==> src/rtl/lcd_pwr_pkg.sv <==
package lcd_pwr_pkg;

    localparam int FIELD_W = 4;
    localparam int DATA_W  = 16;
    localparam int ADDR_W  = 1;

    typedef enum logic [2:0] {
        ST_OFF,
        ST_UP_LV,
        ST_UP_HV,
        ST_ON,
        ST_DN_DON,
        ST_DN_HV
    } seq_st_e;

    typedef enum logic [1:0] {
        STAT_OFF = 2'd0,
        STAT_UP  = 2'd1,
        STAT_ON  = 2'd2,
        STAT_DN  = 2'd3
    } stat_e;

    typedef struct packed {
        logic [FIELD_W-1:0] up_hv_don;
        logic [FIELD_W-1:0] dn_don_hv;
        logic [FIELD_W-1:0] up_lv_hv;
        logic [FIELD_W-1:0] dn_hv_lv;
    } delay_cfg_t;

    typedef struct packed {
        logic lv;
        logic hv;
        logic don;
    } rails_t;

    function automatic stat_e stat_of(seq_st_e s);
        case (s)
            ST_OFF:             return STAT_OFF;
            ST_UP_LV, ST_UP_HV: return STAT_UP;
            ST_ON:              return STAT_ON;
            default:            return STAT_DN;
        endcase
    endfunction

    function automatic rails_t rails_of(seq_st_e s, logic lv_allowed);
        rails_t r;
        r.lv  = lv_allowed && (s != ST_OFF);
        r.hv  = (s == ST_UP_HV) || (s == ST_ON) || (s == ST_DN_DON);
        r.don = (s == ST_ON);
        return r;
    endfunction

    function automatic logic is_wait(seq_st_e s);
        return (s == ST_UP_LV) || (s == ST_UP_HV) ||
               (s == ST_DN_DON) || (s == ST_DN_HV);
    endfunction

endpackage

==> src/rtl/lcd_pwr_regs.sv <==
module lcd_pwr_regs
    import lcd_pwr_pkg::*;
(
    input  logic              clk_i,
    input  logic              rst_i,
    input  logic              wr_en_i,
    input  logic [ADDR_W-1:0] wr_addr_i,
    input  logic [DATA_W-1:0] wr_data_i,
    input  logic [ADDR_W-1:0] rd_addr_i,
    output logic [DATA_W-1:0] rd_data_o,
    output delay_cfg_t        cfg_o,
    output logic              lv_allow_o
);

    localparam logic [ADDR_W-1:0] A_DELAY = ADDR_W'(0);
    localparam logic [ADDR_W-1:0] A_CTRL  = ADDR_W'(1);

    delay_cfg_t cfg_q;
    logic       lv_allow_q;

    always_ff @(posedge clk_i) begin
        if (rst_i) begin
            cfg_q      <= '0;
            lv_allow_q <= 1'b0;
        end else if (wr_en_i) begin
            if (wr_addr_i == A_DELAY) cfg_q      <= delay_cfg_t'(wr_data_i);
            if (wr_addr_i == A_CTRL)  lv_allow_q <= wr_data_i[0];
        end
    end

    always_comb begin
        if (rd_addr_i == A_DELAY) rd_data_o = DATA_W'(cfg_q);
        else                      rd_data_o = {{(DATA_W-1){1'b0}}, lv_allow_q};
    end

    assign cfg_o      = cfg_q;
    assign lv_allow_o = lv_allow_q;

endmodule

==> src/rtl/lcd_pwr_frame_timer.sv <==
module lcd_pwr_frame_timer
    import lcd_pwr_pkg::*;
(
    input  logic               clk_i,
    input  logic               rst_i,
    input  logic               clr_i,
    input  logic               frame_stb_i,
    input  logic [FIELD_W-1:0] limit_i,
    output logic               expire_o
);

    logic [FIELD_W-1:0] cnt_q;

    always_ff @(posedge clk_i) begin
        if (rst_i || clr_i)   cnt_q <= '0;
        else if (frame_stb_i) cnt_q <= cnt_q + 1'b1;
    end

    assign expire_o = frame_stb_i && (cnt_q == limit_i);

endmodule

==> src/rtl/lcd_pwr_fsm.sv <==
module lcd_pwr_fsm
    import lcd_pwr_pkg::*;
(
    input  logic               clk_i,
    input  logic               rst_i,
    input  logic               pwr_on_i,
    input  logic               lv_allow_i,
    input  delay_cfg_t         cfg_i,
    input  logic               expire_i,
    output logic               tmr_clr_o,
    output logic [FIELD_W-1:0] limit_o,
    output seq_st_e            state_o
);

    seq_st_e st_q, st_d;
    logic    waiting;

    assign waiting = is_wait(st_q) && !expire_i;

    always_comb begin
        case (st_q)
            ST_UP_LV:  limit_o = cfg_i.up_lv_hv;
            ST_UP_HV:  limit_o = cfg_i.up_hv_don;
            ST_DN_DON: limit_o = cfg_i.dn_don_hv;
            default:   limit_o = cfg_i.dn_hv_lv;
        endcase
    end

    always_comb begin
        st_d = st_q;
        case (st_q)
            ST_OFF:    if (pwr_on_i) st_d = lv_allow_i ? ST_UP_LV : ST_UP_HV;
            ST_UP_LV:  if (expire_i) st_d = ST_UP_HV;
            ST_UP_HV:  if (expire_i) st_d = ST_ON;
            ST_ON:     if (!pwr_on_i) st_d = ST_DN_DON;
            ST_DN_DON: if (expire_i) st_d = lv_allow_i ? ST_DN_HV : ST_OFF;
            ST_DN_HV:  if (expire_i) st_d = ST_OFF;
            default:   st_d = ST_OFF;
        endcase
    end

    always_ff @(posedge clk_i) begin
        if (rst_i) st_q <= ST_OFF;
        else       st_q <= st_d;
    end

    assign tmr_clr_o = !waiting;
    assign state_o   = st_q;

endmodule

==> src/rtl/lcd_pwr_seq.sv <==
module lcd_pwr_seq
    import lcd_pwr_pkg::*;
(
    input  logic              clk_i,
    input  logic              rst_i,
    input  logic              frame_stb_i,
    input  logic              pwr_on_i,
    input  logic              wr_en_i,
    input  logic [ADDR_W-1:0] wr_addr_i,
    input  logic [DATA_W-1:0] wr_data_i,
    input  logic [ADDR_W-1:0] rd_addr_i,
    output logic [DATA_W-1:0] rd_data_o,
    output logic              lv_en_o,
    output logic              hv_en_o,
    output logic              disp_on_o,
    output logic [1:0]        status_o
);

    delay_cfg_t         cfg;
    logic               lv_allow;
    logic               tmr_clr;
    logic               expire;
    logic [FIELD_W-1:0] limit;
    seq_st_e            state;
    rails_t             rails;

    lcd_pwr_regs regs_i (
        .clk_i      (clk_i),
        .rst_i      (rst_i),
        .wr_en_i    (wr_en_i),
        .wr_addr_i  (wr_addr_i),
        .wr_data_i  (wr_data_i),
        .rd_addr_i  (rd_addr_i),
        .rd_data_o  (rd_data_o),
        .cfg_o      (cfg),
        .lv_allow_o (lv_allow)
    );

    lcd_pwr_frame_timer tmr_i (
        .clk_i       (clk_i),
        .rst_i       (rst_i),
        .clr_i       (tmr_clr),
        .frame_stb_i (frame_stb_i),
        .limit_i     (limit),
        .expire_o    (expire)
    );

    lcd_pwr_fsm fsm_i (
        .clk_i      (clk_i),
        .rst_i      (rst_i),
        .pwr_on_i   (pwr_on_i),
        .lv_allow_i (lv_allow),
        .cfg_i      (cfg),
        .expire_i   (expire),
        .tmr_clr_o  (tmr_clr),
        .limit_o    (limit),
        .state_o    (state)
    );

    assign rails     = rails_of(state, lv_allow);
    assign lv_en_o   = rails.lv;
    assign hv_en_o   = rails.hv;
    assign disp_on_o = rails.don;
    assign status_o  = stat_of(state);

endmodule

==> config.mk <==
export PLATFORM = sky130hd
export DESIGN_NAME = lcd_pwr_seq
export DESIGN_NICKNAME = d
export VERILOG_FILES = /design/src/rtl/lcd_pwr_pkg.sv /design/src/rtl/lcd_pwr_regs.sv /design/src/rtl/lcd_pwr_frame_timer.sv /design/src/rtl/lcd_pwr_fsm.sv /design/src/rtl/lcd_pwr_seq.sv
export SDC_FILE = /design/constraint.sdc
export NUM_CORES = 1
export LEC_CHECK = 0
export BUFFER_PORTS_ARGS = -buffer_cell sky130_fd_sc_hd__buf_4
export CAP_MARGIN = 10
export CELL_PAD_IN_SITES_DETAIL_PLACEMENT = 0
export CELL_PAD_IN_SITES_GLOBAL_PLACEMENT = 2
export CORE_ASPECT_RATIO = 1.75
export CORE_MARGIN = 10
export CORE_UTILIZATION = 28
export CTS_CLUSTER_DIAMETER = 60
export DETAILED_ROUTE_END_ITERATION = 12
export PLACE_DENSITY = 0.84
export SYNTH_ARGS = -nofsm -noshare
export SYNTH_HDL_FRONTEND = slang
export SYNTH_SLANG_ARGS = --single-unit
export TNS_END_PERCENT = 50
==> constraint.sdc <==
create_clock -name clk_i -period 2.3 [get_ports clk_i]
set_clock_uncertainty 0.15 [all_clocks]
set_input_delay 0.345 -clock clk_i [delete_from_list [all_inputs] [get_ports clk_i]]
set_output_delay 0.345 -clock clk_i [all_outputs]
set_load 0.01 [all_outputs]
==> Word-level counts from Yosys, hierarchy flattened <==
Index checks and enable logic that the tools add are counted.
{ "op_classes": {"n_mux": 12, "eq_ne": 12, "n_reduce_logical": 17, "bitwise": 1, "n_addsub": 1} }
{ "ops": {"columns": ["operator", "n"], "rows": [
  ["$mux 3", 7],
  ["$pmux 3 s6", 1],
  ["$mux 16", 1],
  ["$pmux 4 s3", 1],
  ["$ne 2x1->1 const B", 4],
  ["$eq 3x2->1 const B", 2],
  ["$eq 3x3->1 const B", 2],
  ["$logic_or 1x1->1", 6],
  ["$pmux 2 s3", 1],
  ["$reduce_and 6->1", 1],
  ["$add 4x1->4 const B", 1],
  ["$eq 4x4->1", 1],
  ["$ne 2x2->1 const B", 2],
  ["$reduce_and 2->1", 2],
  ["$eq 3x1->1 const B", 1],
  ["$logic_and 1x1->1", 3],
  ["$logic_not 3->1", 1],
  ["$reduce_bool 3->1", 1],
  ["$logic_not 1->1", 2],
  ["$mux 2", 1],
  ["$reduce_or 2->1", 1],
  ["$not 1->1", 1]
]} }
{ "word_totals": {"ff_bits": 24, "wordCells": 50, "output_inout_bits": 21, "in_bits": 23} }

==> Longest topological paths before layout <==
{ "depth": {"ltp_word": 8, "ltp_mapped": 8, "ltp_nobuf": 6} }

==> By module <==
A second synthesis with hierarchy kept.
{ "unflattened": {"cells_unflattened": 169, "area_unflattened_um2": 1600.3} }
{ "by_module_without_submodules": {"columns": ["module", "n_inst", "cells_per_inst", "seq_area_each_um2", "area_each_um2"], "rows": [
  ["lcd_pwr_regs", 1, 92, 340.3, 932.1],
  ["lcd_pwr_fsm", 1, 48, 60.1, 392.9],
  ["lcd_pwr_frame_timer", 1, 21, 80.1, 226.5],
  ["lcd_pwr_seq", 1, 8, 0.0, 48.8]
]} }

==> Worst setup path after synthesis <==
OpenSTA, ideal clock, no wires.
{ "synth_timing": {"path_type": "register to register", "from": "reg fsm_i.st_q[2] (netlist: fsm_i.state_o[2])", "to": "reg fsm_i.st_q[0] (netlist: fsm_i.state_o[0])", "period_less_slack_ps": 1984, "t_arrival_ps": 1738, "slack_ps": 316, "stages_incl_launch_ff": 8, "path_buffers": 1, "setup_time_ps": 95, "required_ps": 2055, "cell_sequence": "dfxtp_1 buf_4 or4b_1 o211ai_2 or3_4 o2111ai_4 or3_1 o311ai_1"} }
{ "synth_between": {"elab_chain_cells": 6, "word_cells_on_any_way": 17, "classes_between": "eq/ne: 12; mux: 2; reduce/logical: 3"} }
{ "synth_rtl": {"columns": ["element", "line", "text"], "rows": [
  ["from (decl)", "lcd_pwr_fsm.sv:15", "seq_st_e st_q, st_d;"],
  ["from (signal assigned)", "lcd_pwr_fsm.sv:44", "else st_q <= st_d;"],
  ["$eq 3x3->1 (tied with other cells)", "lcd_pwr_fsm.sv:21, lcd_pwr_fsm.sv:31", null],
  ["$pmux 4 s3", "lcd_pwr_fsm.sv:21", "case (st_q)"],
  ["$eq 4x4->1", "lcd_pwr_frame_timer.sv:19", "assign expire_o = frame_stb_i && (cnt_q == limit_i);"],
  ["$logic_and 1x1->1", "lcd_pwr_frame_timer.sv:19", null],
  ["$ne 2x1->1 (no line)", null, null],
  ["$reduce_and 6->1 (no line)", null, null]
]} }
Parallel ways exist; a longest one is shown, timed or not.
A chain may end at the register's enable or synchronous reset.

==> Worst setup path in the final report <==
{ "layout_timing": {"from": "reg fsm_i.st_q[0] (netlist: fsm_i.state_o[0])", "to": "reg fsm_i.st_q[0] (netlist: fsm_i.state_o[0])"} }
Same word-level chain as after synthesis.

==> run metrics <==
status completed; mapped cell area 1430 µm²; Clock Path Buffers 2; Post-Synth Simple-Gate Area approximately 34%; Cell Chain, Critical Path nor3b_4 > buf_4 > a211o_1 > nor3_1 > o211ai_1 > or3_1 > o311ai_1; mux share of post-synthesis cell area around 1.5%; FFs w/ async S/R, synth 0%; post-synthesis area per instance approximately 7.8 µm²; Filler Cells Inserted about 550; startpoint types register; Synthesized Nets ~210; Fin Setup TNS 0 ps; RSZ-0062 raised after global routing false; Tmin final between 2000 and 2500 ps; crit end category register; number of synthesized flops with an enable pin 0; wire per inst between 15 and 20 µm; die height 115 µm; Core Region about 5000 µm²; cells after synthesis 184; period utilization between 90% and 100%; layout cell share with drive strength beyond 1 between 30% and 40%; Cell variety after synth between 40 and 50; final worst slack between 100 and 150 ps; largest net degree at the start of global routing 24; min-delay worst type primary input to register; Cell Rows 34; Post-DP HPWL ~3.3 mm; main flop type after synthesis dfxtp_1; Core Util, Final 37.7%; Seq/Total Area, Yosys 33.6%; pre-CTS setup slack approximately 46 ps; CTS root buf clkbuf_8; initial core utilization 28.7%; Adder-Cell Fraction of Synth Area less than 1%; DRT Pass-1 Iters 4; # DRC 0; # setup viols final 0; TritonCTS Sinks 24; initial antenna violation count 0; detailed-route via count between 1,000 and 1,500; final std cells w/o fill 281; ANT nets after route 0; Final Cell Area 1880 µm²; Synth area leaders dfxtp_1 (34%), nand2_1 (10%), nor2b_1 (6.6%); Placer Congestion 0.811; CTS tree built; Iter 0 DRT Violations 61; NumNets Final 253; Max-Cap Viols 0; Leak about 0.78 nW; Die ar. 8480 µm²; Worst Path Required 2320 ps; Hold Vio Cnt, Final 0; synthesis-stage register bit count 24; Fmax achieved around 460 MHz; Overall Global Routing Usage around a tenth; H-tree Lvls 1; Final Slew Violations 0; Critical Path AT 2170 ps; vias in the first global route roughly 1,500; Worst path max stage delay slightly below 400 ps; clock latency on the worst-skew pair between 200 and 300 ps; kind of cell adding the most delay to the critical path simple AND/OR/NAND/NOR gates; PD cells roughly 540 nW/µm²; leading area contributor after synthesis dfxtp_1; critical-path maximum fanout 9; clk slew on worst S/H paths 80 ps; Critical-path top delay cell or3_1; Ant. Diodes 0; Compound-Gate Fraction of Synth Area roughly 22%; worst-case vdd ir drop between 0.0002 and 0.0003 V; Placed Area between 1500 and 2000 µm²; Synth Area in XOR/XNOR roughly 3%; Post-Route WL approximately 4.2 mm; relative slew slack ~57%; Avg Vias per Cell about 4.9; leading cell types by count after synthesis nand2_1 (40), dfxtp_1 (24), a21oi_1 (18), nor2b_1 (15), nor2_1 (12); Crit Path Class register to register; global route total overflow 0; Port Buffers between 40 and 50; largest family of logic cells by synthesized area simple AND/OR/NAND/NOR gates; most common cell in the synthesized netlist nand2_1; Layout area overhead 31.3%; Synth top area share 33.6%; Ys Warns 0; Inserted Clock Buffers 3; I/O Pins 44; critical path buffer and inverter count 1; Least-Margin Pin Slew ~640 ps; die width approximately 74 µm; CTS Hold Buffers Added 0; Placed Cells between 200 and 300; first-pass GRT wire length between 7 and 8 mm
-- where the power goes --
group          total (W)  leakage, nW  internal, W  switching, W
registers       0.000467        0.198     0.000437     0.0000299
clock network   0.000246       0.0216     0.000117      0.000129
logic           0.000305        0.562     0.000152      0.000153
-- timing repair --
| item | CTS | global route |
|---|---|---|
| setup endpoints to repair | 0 | 7 |
| buffers inserted | 0 | 4 |
| gates resized for setup | 0 | 6 |
-- path summary, 6_finish.rpt --
| path | start | end | slack [ps] | depth (start not counted) |
|---|---|---|---|---|
| min reg2reg | regs_i.cfg_o[2] | regs_i.cfg_o[2] | 310 | 2 |
| min | pwr_on_i | fsm_i.state_o[2] | 140 | 2 |
| max reg2reg | fsm_i.state_o[0] | fsm_i.state_o[0] | 140 | 7 |
| max | fsm_i.state_o[0] | fsm_i.state_o[0] | 140 | 7 |
-- cells by family (layout without fill, tap and decap cells) --
| kind of cell | Yosys count | count (layout) |
|---|---|---|
| AO/OA/AOI/OAI | 45 | 45 |
| XOR/XNOR | 4 | 4 |
| adder cells (fa/ha/maj) | 1 | 1 |
| buffers and inverters | 16 | 59 |
| flip-flops | 24 | 24 |
| multiplexers | 2 | 2 |
| AND/OR/NAND/NOR | 92 | 92 |
-- sequential cells by signal, summed over array words and instances (netlist names) --
signal and count:
fsm_i.state_o 3, regs_i.cfg_o 16, regs_i.lv_allow_o 1, tmr_i.cnt_q 4
-- metrics by stage --
stage	hold slack [ps]	total power [W]
after floorplan	286	0.000666
after global placement	295	0.000770
after detailed placement	298	0.000771
after CTS	149	0.00102
after global routing	142	0.00109
final	143	0.00102
-- cell usage in the layout (no fill, tap or decap), drive strengths merged, types with 4 or more instances in the layout --
cell,n
a21oi,19
nand2,40
dfxtp,24
nor2b,15
o21ai,9
buf,52
nand2b,4
or4b,4
nor2,13
inv,4
-- layer usage --
layer | track usage (%) | wire (µm) | vias up
li1 | - | - | 723
met1 | 11.5 | 1660 | 620
met2 | 18.4 | 2280 | 29
met3 | 2.17 | 195 | 8
met4 | 4.00 | 82 | 0
met5 | 0 | 0 | -
-- cell type report --
type	count	area (µm²)	area share [%]
inverters	4	15.0	0.799
repair buffers	52	390	20.8
flip-flops and latches	24	489	26.0
well taps	54	67.6	3.60
multi-input cells	144	875	46.6
clock buffers	3	41.3	2.20
(Power assumes the default switching activity.)
